==> src/rtl/ppa_pkg.sv <==
`timescale 1ns/1ps
package ppa_pkg;
    // Smallest legal operand width for the prefix tree.
    localparam int MIN_WIDTH = 2;

    // True when w is a power of two no smaller than MIN_WIDTH.
    function automatic bit width_ok(input int w);
        return (w >= MIN_WIDTH) && ((w & (w - 1)) == 0);
    endfunction
endpackage

==> src/rtl/ppa_gp_cell.sv <==
`timescale 1ns/1ps
// Per-bit generate / propagate flags.
module ppa_gp_cell (
    input  logic x_i,
    input  logic y_i,
    output logic g_o,
    output logic p_o
);
    assign g_o = x_i & y_i;
    assign p_o = x_i ^ y_i;

    // A single bit cannot both create and pass on a carry.
    always_comb begin
        assert_bit_gp_exclusive_R1: assert (!(g_o && p_o))
            else $error("bit generate and propagate both high");
    end
endmodule

==> src/rtl/ppa_merge.sv <==
`timescale 1ns/1ps
// Carry operator: merges a high span with the adjacent low span below it.
module ppa_merge (
    input  logic hi_g_i,
    input  logic hi_p_i,
    input  logic lo_g_i,
    input  logic lo_p_i,
    output logic g_o,
    output logic p_o
);
    assign g_o = hi_g_i | (hi_p_i & lo_g_i);
    assign p_o = hi_p_i & lo_p_i;

    // If both input spans are well formed, the merged span is too.
    always_comb begin
        if (!(hi_g_i && hi_p_i) && !(lo_g_i && lo_p_i)) begin
            assert_span_gp_exclusive_R1: assert (!(g_o && p_o))
                else $error("merged span generate and propagate both high");
        end
    end
endmodule

==> src/rtl/ppa_bk_tree.sv <==
`timescale 1ns/1ps
// Recursive prefix tree: pair row, half-width subtree, fill-in row.
// Output bit i holds generate/propagate of span [0,i].
module ppa_bk_tree #(
    parameter int N = 32
) (
    input  logic [N-1:0] g_i,
    input  logic [N-1:0] p_i,
    output logic [N-1:0] g_o,
    output logic [N-1:0] p_o
);
    if (N == 2) begin : g_leaf
        assign g_o[0] = g_i[0];
        assign p_o[0] = p_i[0];
        ppa_merge u_top (
            .hi_g_i (g_i[1]), .hi_p_i (p_i[1]),
            .lo_g_i (g_i[0]), .lo_p_i (p_i[0]),
            .g_o    (g_o[1]), .p_o    (p_o[1])
        );
    end else begin : g_rec
        localparam int H = N / 2;
        logic [H-1:0] pair_g, pair_p;
        logic [H-1:0] sub_g, sub_p;

        // Pair row: span [2j, 2j+1].
        for (genvar j = 0; j < H; j++) begin : g_pair
            ppa_merge u_pair (
                .hi_g_i (g_i[2*j+1]), .hi_p_i (p_i[2*j+1]),
                .lo_g_i (g_i[2*j]),   .lo_p_i (p_i[2*j]),
                .g_o    (pair_g[j]),  .p_o    (pair_p[j])
            );
        end

        // Half-width subtree: prefix [0, 2j+1].
        ppa_bk_tree #(.N(H)) u_sub (
            .g_i (pair_g), .p_i (pair_p),
            .g_o (sub_g),  .p_o (sub_p)
        );

        for (genvar j = 0; j < H; j++) begin : g_odd
            assign g_o[2*j+1] = sub_g[j];
            assign p_o[2*j+1] = sub_p[j];
        end

        assign g_o[0] = g_i[0];
        assign p_o[0] = p_i[0];

        // Fill-in row: prefix [0, 2j] from bit 2j and prefix [0, 2j-1].
        for (genvar j = 1; j < H; j++) begin : g_fill
            ppa_merge u_fill (
                .hi_g_i (g_i[2*j]),   .hi_p_i (p_i[2*j]),
                .lo_g_i (sub_g[j-1]), .lo_p_i (sub_p[j-1]),
                .g_o    (g_o[2*j]),   .p_o    (p_o[2*j])
            );
        end
    end

    // A prefix that propagates end to end implies every shorter prefix does.
    always_comb begin
        for (int i = 1; i < N; i++) begin
            if (p_o[i]) begin
                assert_prefix_prop_chain_R5: assert (p_o[i-1])
                    else $error("prefix propagate chain broken at %0d", i);
            end
        end
    end
endmodule

==> src/rtl/ppa_adder.sv <==
`timescale 1ns/1ps
// Top: k-bit adder with a logarithmic-depth prefix carry network.
module ppa_adder #(
    parameter int K = 32
) (
    input  logic [K-1:0] a_i,
    input  logic [K-1:0] b_i,
    input  logic         cin_i,
    output logic [K-1:0] sum_o,
    output logic         cout_o
);
    logic [K-1:0] bit_g, bit_p;
    logic [K-1:0] pre_g, pre_p;
    logic [K:0]   carry;

    initial begin
        assert_width_pow2_R6: assert (ppa_pkg::width_ok(K))
            else $error("width %0d is not a power of two >= 2", K);
    end

    for (genvar i = 0; i < K; i++) begin : g_bits
        ppa_gp_cell u_gp (
            .x_i (a_i[i]), .y_i (b_i[i]),
            .g_o (bit_g[i]), .p_o (bit_p[i])
        );
    end

    ppa_bk_tree #(.N(K)) u_tree (
        .g_i (bit_g), .p_i (bit_p),
        .g_o (pre_g), .p_o (pre_p)
    );

    assign carry[0] = cin_i;
    for (genvar i = 0; i < K; i++) begin : g_carry
        assign carry[i+1] = pre_g[i] | (pre_p[i] & cin_i);
    end

    assign sum_o  = bit_p ^ carry[K-1:0];
    assign cout_o = carry[K];

    // Result agrees with the arithmetic total.
    always_comb begin
        assert_total_matches_R2: assert ({cout_o, sum_o} ==
                ({1'b0, a_i} + {1'b0, b_i} + {{K{1'b0}}, cin_i}))
            else $error("adder total mismatch");
        // When every bit propagates, the carry-in passes straight out.
        if (&bit_p) begin
            assert_full_propagate_R4: assert (cout_o == cin_i && sum_o == {K{~cin_i}})
                else $error("full-propagate case wrong");
        end
    end
endmodule

==> config.mk <==
export PLATFORM = sky130hd
export DESIGN_NAME = ppa_adder
export DESIGN_NICKNAME = d
export VERILOG_FILES = /design/src/rtl/ppa_pkg.sv /design/src/rtl/ppa_gp_cell.sv /design/src/rtl/ppa_merge.sv /design/src/rtl/ppa_bk_tree.sv /design/src/rtl/ppa_adder.sv
export SDC_FILE = /design/constraint.sdc
export NUM_CORES = 1
export LEC_CHECK = 0
export ABC_CLOCK_PERIOD_IN_PS = 5400
export BUFFER_PORTS_ARGS = -buffer_cell sky130_fd_sc_hd__buf_2
export CAP_MARGIN = 20
export CORE_ASPECT_RATIO = 0.8
export CORE_MARGIN = 2
export CORE_UTILIZATION = 35
export DETAILED_ROUTE_END_ITERATION = 6
export SLEW_MARGIN = 0
export SYNTH_ARGS = -nofsm -noshare
export SYNTH_HDL_FRONTEND = slang
export SYNTH_HIERARCHICAL = 1
export SYNTH_SLANG_ARGS = --single-unit
export TNS_END_PERCENT = 1
==> constraint.sdc <==
create_clock -name vclk -period 5.4
set_input_delay 1.08 -clock vclk [all_inputs]
set_output_delay 1.08 -clock vclk [all_outputs]
set_load 0.02 [all_outputs]
# After elaboration in Yosys (flattened, before gate mapping)
# Index checks and enable logic that the tools add are counted.
# totals
inputBits	65
word_cells	300
register_bits	0
# classes
bitwise_logic	300
# op_table
op	count
bitwise AND 1 bit	178
OR 1 bit	89
XOR 1 bit	32
XOR 32 bit	1

# Logic depth before layout (Yosys ltp)
# Gate-level depths: netlist (run 1).
# logic_depth
word_depth	19
mapped_depth	12
ltp_nobuf	11

# Cells and area by module
# Netlist (run 1), hierarchy kept.
# by_module_without_submodules
module	n_inst	area_per_inst_um2	cells_each
ppa_merge	57	15.0	2
ppa_adder	1	694.4	68
ppa_gp_cell	32	12.5	1
ppa_bk_tree	5	15.0	2

# Worst setup path after synthesis (run 1)
# OpenSTA, ideal clock, no wires.
# synth_path
kind	input-to-output
start	in a_i[8]
end	out sum_o[31]
path_slack_ns	0.828
n_path_buf	1
path_stages	12
arrival_time_ns	3.492
path_cell_list	ha_1 > and2_2 > and2_2 > and2_2 > and2_2 > buf_4 > and2_2 > and2_2 > and2_2 > and2_2 > a21oi_1 > xnor2_1
# synth_between
word_cells_on_any_way	29
# synth_rtl
item	line_no	rtl
start: declaration	ppa_adder.sv:6	input logic [K-1:0] a_i,
XOR 1 bit	ppa_gp_cell.sv:10	assign p_o = x_i ^ y_i;
bitwise AND 1 bit	ppa_merge.sv:12	assign p_o = hi_p_i & lo_p_i;
via u_tree.g_rec.pair_p[4]	ppa_bk_tree.sv:22	logic [H-1:0] pair_g, pair_p;
bitwise AND 1 bit	ppa_merge.sv:12	
via u_tree.g_rec.u_sub.g_rec.pair_p[2]	ppa_bk_tree.sv:22	
bitwise AND 1 bit	ppa_merge.sv:12	
via u_tree.g_rec.u_sub.g_rec.u_sub.g_rec.pair_p[1]	ppa_bk_tree.sv:22	
bitwise AND 1 bit	ppa_merge.sv:12	
via u_tree.g_rec.u_sub.g_rec.u_sub.g_rec.u_sub.g_rec.pair_p[0]	ppa_bk_tree.sv:22	
[1 not listed]	n/a	
via pre_p[23]	ppa_adder.sv:13	logic [K-1:0] pre_g, pre_p;
[1 not listed]	n/a	
via pre_p[27]	ppa_adder.sv:13	
bitwise AND 1 bit	ppa_merge.sv:12	
via pre_p[29]	ppa_adder.sv:13	
bitwise AND 1 bit	ppa_merge.sv:12	
via pre_p[30]	ppa_adder.sv:13	
bitwise AND 1 bit	ppa_adder.sv:35	assign carry[i+1] = pre_g[i] | (pre_p[i] & cin_i);
OR 1 bit	ppa_adder.sv:35	
XOR 32 bit	ppa_adder.sv:38	assign sum_o = bit_p ^ carry[K-1:0];
end: declaration	ppa_adder.sv:9	output logic [K-1:0] sum_o,
# The timed path passes the listed nets, and every way through them passes these cells.

# Final worst setup path (run 1)
# layout_path
start	in a_i[0]
end	out sum_o[31]
# layout_between
word_cells_on_any_way	29
# layout_rtl
item	line_no	rtl
XOR 1 bit	ppa_gp_cell.sv:10	
via bit_p[0]	ppa_adder.sv:12	logic [K-1:0] bit_g, bit_p;
bitwise AND 1 bit	ppa_merge.sv:12	
via pre_p[1]	ppa_adder.sv:13	
bitwise AND 1 bit	ppa_merge.sv:12	
via pre_p[3]	ppa_adder.sv:13	
bitwise AND 1 bit	ppa_merge.sv:12	
via pre_p[7]	ppa_adder.sv:13	
[1 not listed]	n/a	
via pre_p[15]	ppa_adder.sv:13	
[1 not listed]	n/a	
via pre_p[23]	ppa_adder.sv:13	
[1 not listed]	n/a	
via pre_p[27]	ppa_adder.sv:13	
bitwise AND 1 bit	ppa_merge.sv:12	
via pre_p[29]	ppa_adder.sv:13	
bitwise AND 1 bit	ppa_merge.sv:12	
via pre_p[30]	ppa_adder.sv:13	
bitwise AND 1 bit	ppa_adder.sv:35	
OR 1 bit	ppa_adder.sv:35	
XOR 32 bit	ppa_adder.sv:38	
# The timed path passes the listed nets, and every way through them passes these cells.

==> metrics.csv, run 1 <==
metric;value;unit
minimum clock period;4.83;ns
DR WL met3;228;microns
syn_nets;321;
Fmax;0.207;GHz
Setup Viol. Count Final;0;
Worst Hold Class;in2out;
Final ANT Viol Nets;0;
worst relative slew slack;26.7;%
Synth Area in Compound Gates;38.0;%
final hold viol count;0;
routed wire length;4260;microns
grt ovf;0;
Worst IR Drop VDD;59.7;uV
cell area after synthesis;0.00203;sq mm
post-route non-filler standard cell count;386;
uppermost routed layer;met3;
Worst Path Max Fanout;6;
cell area after placement;0.00247;sq mm
Placed Cells;386;
combinational power share;100.0;%
internal power;0.000160;W
cts repair resizes;0;
cell taking the most area after synthesis;a21o_1;
Final #Nets;407;
number of global-route vias before repair;1638;
CP cell instances;buf_2 -> ha_1 -> and2_2 -> and2_2 -> and2_2 -> and2_2 -> and2_2 -> and2_2 -> and2_2 -> and2_2 -> a21oi_1 -> xnor2_1 -> buf_2;
Initial Utilization;36.7;%
Syn Area/Cell;9.04;sq um
Rows;24;
Final Cycle Share;89.5;%
Net Switching;0.000198;W
Slew Limit Fails;0;
DRT met1 WL;2120;microns
WL met2;1910;microns
die width;89.1;microns
Yosys top cell area share;21.5;%
Worst path most repeated cell;and2_2;
sequential share of the synthesized area;0;%
Area Overhead vs Synth;21.8;%
maxcap violations;0;
maximum number of pins on one net before global-route repair;34;
total number of yosys warnings;6;
port buffer count;98;
crit path capture type;primary output;
run status;complete, no violations;
Die Area;0.00642;sq mm
clock buffer count;0;
routed len/inst;11.0;microns
DR pass1 iterations;3;
post-synthesis simple-gate area fraction;21.1;%
Tot GR Track Use;12.3;%
number of distinct library cells after synthesis;11;
Place WS;0.569;ns
Synth area leaders;a21o_1 (21%), and2_2 (21%), ha_1 (20%);
required time worst endpoint;4.32;ns
routed via count;1764;
GP Congestion;0.745;
antenna violations before repair;0;
leakage power;1.45;nW
xor-xnor portion of the synthesized cell area;13.8;%
vias per cell;4.57;
critical path class;in2out;
count leader, synth;a21o_1;
Seq pwr share;0;%
Net Sw Frac;55.3;%
Starting DRT DRC Count;30;
Residual DRC;0;
max incr delay on CP;0.32;ns
hold buffer count at cts;0;
register area;0;sq um
RSZ-0062 raised after global routing;no;
Antenna Cells;0;
largest family of logic cells by synthesized area;compound AO/OA/AOI/OAI gates;
Post-DP HPWL;3740;microns
CP max stage cell;ha_1;
CP startpoint kind;primary input;
clock power share;0;%
Slew @ Worst Pin;1.10;ns
Post-synth top cells;a21o_1 (58), and2_2 (57), ha_1 (32);
post-synthesis adder-cell area fraction;19.8;%
setup bufs post-CTS;0;
worst setup margin;0.569;ns
post-route cell area;0.00247;sq mm
I/O pin cnt;98;
Seq Cell Count;0;
Final TNS setup;0;ns
share of cells above drive strength 1;59.4;%
core area;0.00553;sq mm
Power Density;145;mW/mm^2
Post-Syn Instances;224;
first-pass GRT wire length;6830;microns
Worst EP arrival;3.75;ns
mux cell area share after synthesis;0;%
Die Height;72.0;microns
[layout make-up]
type / instances / area (sq um)
Fill cell: 583 / 3060
Multi-Input combinational cell: 210 / 1880
Tap cell: 78 / 97.6
Timing Repair Buffer: 98 / 490
[metal layers]
layer / vias up / GRT usage, %
li1: 953 / -
met3: 0 / 0.455
met1: 767 / 17.2
met5: - / 0
met2: 44 / 22.3
met4: 0 / 0
[worst paths after layout]
path,startpoint,to,slack (ns),cells after the start
max,a_i[0],sum_o[31],0.57,13
min,b_i[7],sum_o[7],2.61,4
[placed cells by master (no fill, tap or decap)]
cell | Yosys | final
a21oi_4 | 10 | 10
a21oi_1 | 3 | 3
buf_2 | 0 | 98
ha_1 | 32 | 32
xnor2_1 | 31 | 31
a21o_1 | 58 | 58
and2_2 | 57 | 57
a21oi_2 | 18 | 18
xor2_1 | 1 | 1
[per-stage QoR]
step	util (%)	total power, W	hold WS [ns]
finish	44.7	0.000358	2.61
global route	44.7	0.000389	2.64
CTS	44.7	0.000363	2.62
detailed placement	44.7	0.000360	2.61
global placement	44.7	0.000359	2.61
floorplan	-	0.000272	2.44
[cell families after synthesis]
| family | after synthesis |
|---|---|
| adders and majority gates | 32 |
| AOI/OAI and AO/OA | 89 |
| xor gates and xnor gates | 32 |
| and+or+nand+nor | 57 |
| buffers and inverters | 14 |
[critical path: cells and delay by family]
kind	cells	cell delay, ns
compound gates	1	0.17
buf+inv	2	0.29
simple gates	8	1.75
xor+xnor	1	0.14
fa+ha+maj	1	0.32
[power by group through the flow]
stage	Combinational [W]	Clock (W)	Sequential (W)
floorplan	0.000272	0	0
global placement	0.000359	0	0
detailed placement	0.000360	0	0
CTS	0.000363	0	0
global route	0.000389	0	0
finish	0.000358	0	0
(Power assumes the default switching activity.)
==> inputs of run 2 (changes only) <==
--- a/config.mk
+++ b/config.mk
@@ -5,13 +5,14 @@
 export SDC_FILE = /design/constraint.sdc
 export NUM_CORES = 1
 export LEC_CHECK = 0
-export ABC_CLOCK_PERIOD_IN_PS = 5400
+export ABC_CLOCK_PERIOD_IN_PS = 5700
 export BUFFER_PORTS_ARGS = -buffer_cell sky130_fd_sc_hd__buf_2
 export CAP_MARGIN = 20
 export CORE_ASPECT_RATIO = 0.8
 export CORE_MARGIN = 2
 export CORE_UTILIZATION = 35
 export DETAILED_ROUTE_END_ITERATION = 6
+export GPL_ROUTABILITY_DRIVEN = 0
 export SLEW_MARGIN = 0
 export SYNTH_ARGS = -nofsm -noshare
 export SYNTH_HDL_FRONTEND = slang
==> constraint.sdc (replaced) <==
create_clock -name vclk -period 5.7
set_input_delay 1.14 -clock vclk [all_inputs]
set_output_delay 1.14 -clock vclk [all_outputs]
set_load 0.02 [all_outputs]
==> run 2 against run 1 <==
Against the previous run:
- power down 4.8%
- setup slack gained 0.17 ns
- combinational power is 5% lower
- cell area grew 0.81%
==> metrics.csv, run 2 (same netlist as run 1, synthesis figures left out) <==
metric;value;unit
maximum number of pins on one net before global-route repair;34;
clock buffer count;0;
antenna violations before repair;0;
Starting DRT DRC Count;33;
required time worst endpoint;4.56;ns
Initial Utilization;36.7;%
Final #Nets;408;
share of cells above drive strength 1;59.5;%
run status;complete, no violations;
Worst IR Drop VDD;49.2;uV
number of global-route vias before repair;1620;
commonest non-fill, non-tap cell in the layout;buf_2;
crit path capture type;primary output;
setup bufs post-CTS;0;
post-route cell area;0.00249;sq mm
total chip power;0.000340;W
routed via count;1770;
Worst EP arrival;3.82;ns
GR Util met2;21.7;%
routed len/inst;10.9;microns
Final TNS setup;0;ns
Residual DRC;0;
leading cell types in the layout, fill and taps excluded;buf_2 (98), a21o_1 (58), and2_2 (57), ha_1 (32), xnor2_1 (31);
Worst Hold Class;in2out;
final hold viol count;0;
critical path class;in2out;
routed wire length;4220;microns
Slew Limit Fails;0;
GR met1 Demand/Resource;17.4;%
die width;89.1;microns
CP startpoint kind;primary input;
vias per cell;4.57;
grt ovf;0;
Worst Path Max Fanout;6;
GRT met3 Usage;0.455;%
Final Cycle Share;87.0;%
Rows;24;
core area;0.00553;sq mm
port buffer count;98;
minimum clock period;4.96;ns
cts repair resizes;0;
leakage power;1.46;nW
Post-DP HPWL;3750;microns
register area;0;sq um
Final ANT Viol Nets;0;
DR pass1 iterations;3;
cell area after placement;0.00247;sq mm
Multi-input gate area;0.00188;sq mm
Fillers;588;
Tot GR Track Use;12.2;%
Seq Cell Count;0;
Area Overhead vs Synth;22.8;%
Slew @ Worst Pin;0.571;ns
Die Height;72.0;microns
busiest layer in global routing;met2;
first-pass GRT wire length;6810;microns
I/O pin cnt;98;
Fmax;0.202;GHz
Power Density;137;mW/mm^2
Antenna Cells;0;
Die Area;0.00642;sq mm
hold buffer count at cts;0;
maxcap violations;0;
RSZ-0062 raised after global routing;no;
Setup Viol. Count Final;0;
worst relative slew slack;61.9;%
run 2: cell types whose count changed in the layout (fill, tap and decap cells not counted):
cell,before,now
buf_12,0,1
run 2: report_power, final:
group / switching [W] / internal, W
logic: 0.000187 / 0.000153
clock network: 0 / 0
registers: 0 / 0
total: 0.000187 / 0.000153
run 2: final cells by class:
class	instances	area share, %
Tap cell	78	3.92
Timing Repair Buffer	99	20.5
Multi-Input combinational cell	210	75.6
run 2: critical path, cell delays in order:
cell     delay (ns)
buf_2          0.10
ha_1           0.32
and2_2         0.23
and2_2         0.22
and2_2         0.23
and2_2         0.24
and2_2         0.24
and2_2         0.23
and2_2         0.20
and2_2         0.18
a21oi_1        0.17
xnor2_1        0.14
buf_2          0.19
run 2: worst paths after layout:
path	start	endpoint	slack [ns]	cells past startpoint
max	a_i[0]	sum_o[31]	0.74	13
min	b_i[1]	sum_o[1]	2.73	4
run 2: layer usage:
metal  part of all wire, %  vias to the layer above
met4                     0                        0
li1                      -                      955
met1                    50                      771
met2                    45                       44
met5                     0                        -
met3                   5.3                        0
run 2: per-stage QoR:
stage | worst slack, ns | utilization [%] | cells | hold slack, ns
2_1_floorplan | 1.01 | - | 224 | 2.56
3_3_place_gp | 0.775 | 44.7 | 386 | 2.73
3_5_place_dp | 0.736 | 44.7 | 386 | 2.73
4_1_cts | 0.719 | 44.7 | 386 | 2.73
5_1_grt | 0.579 | 45.0 | 387 | 2.76
6_report | 0.740 | 45.0 | 387 | 2.73
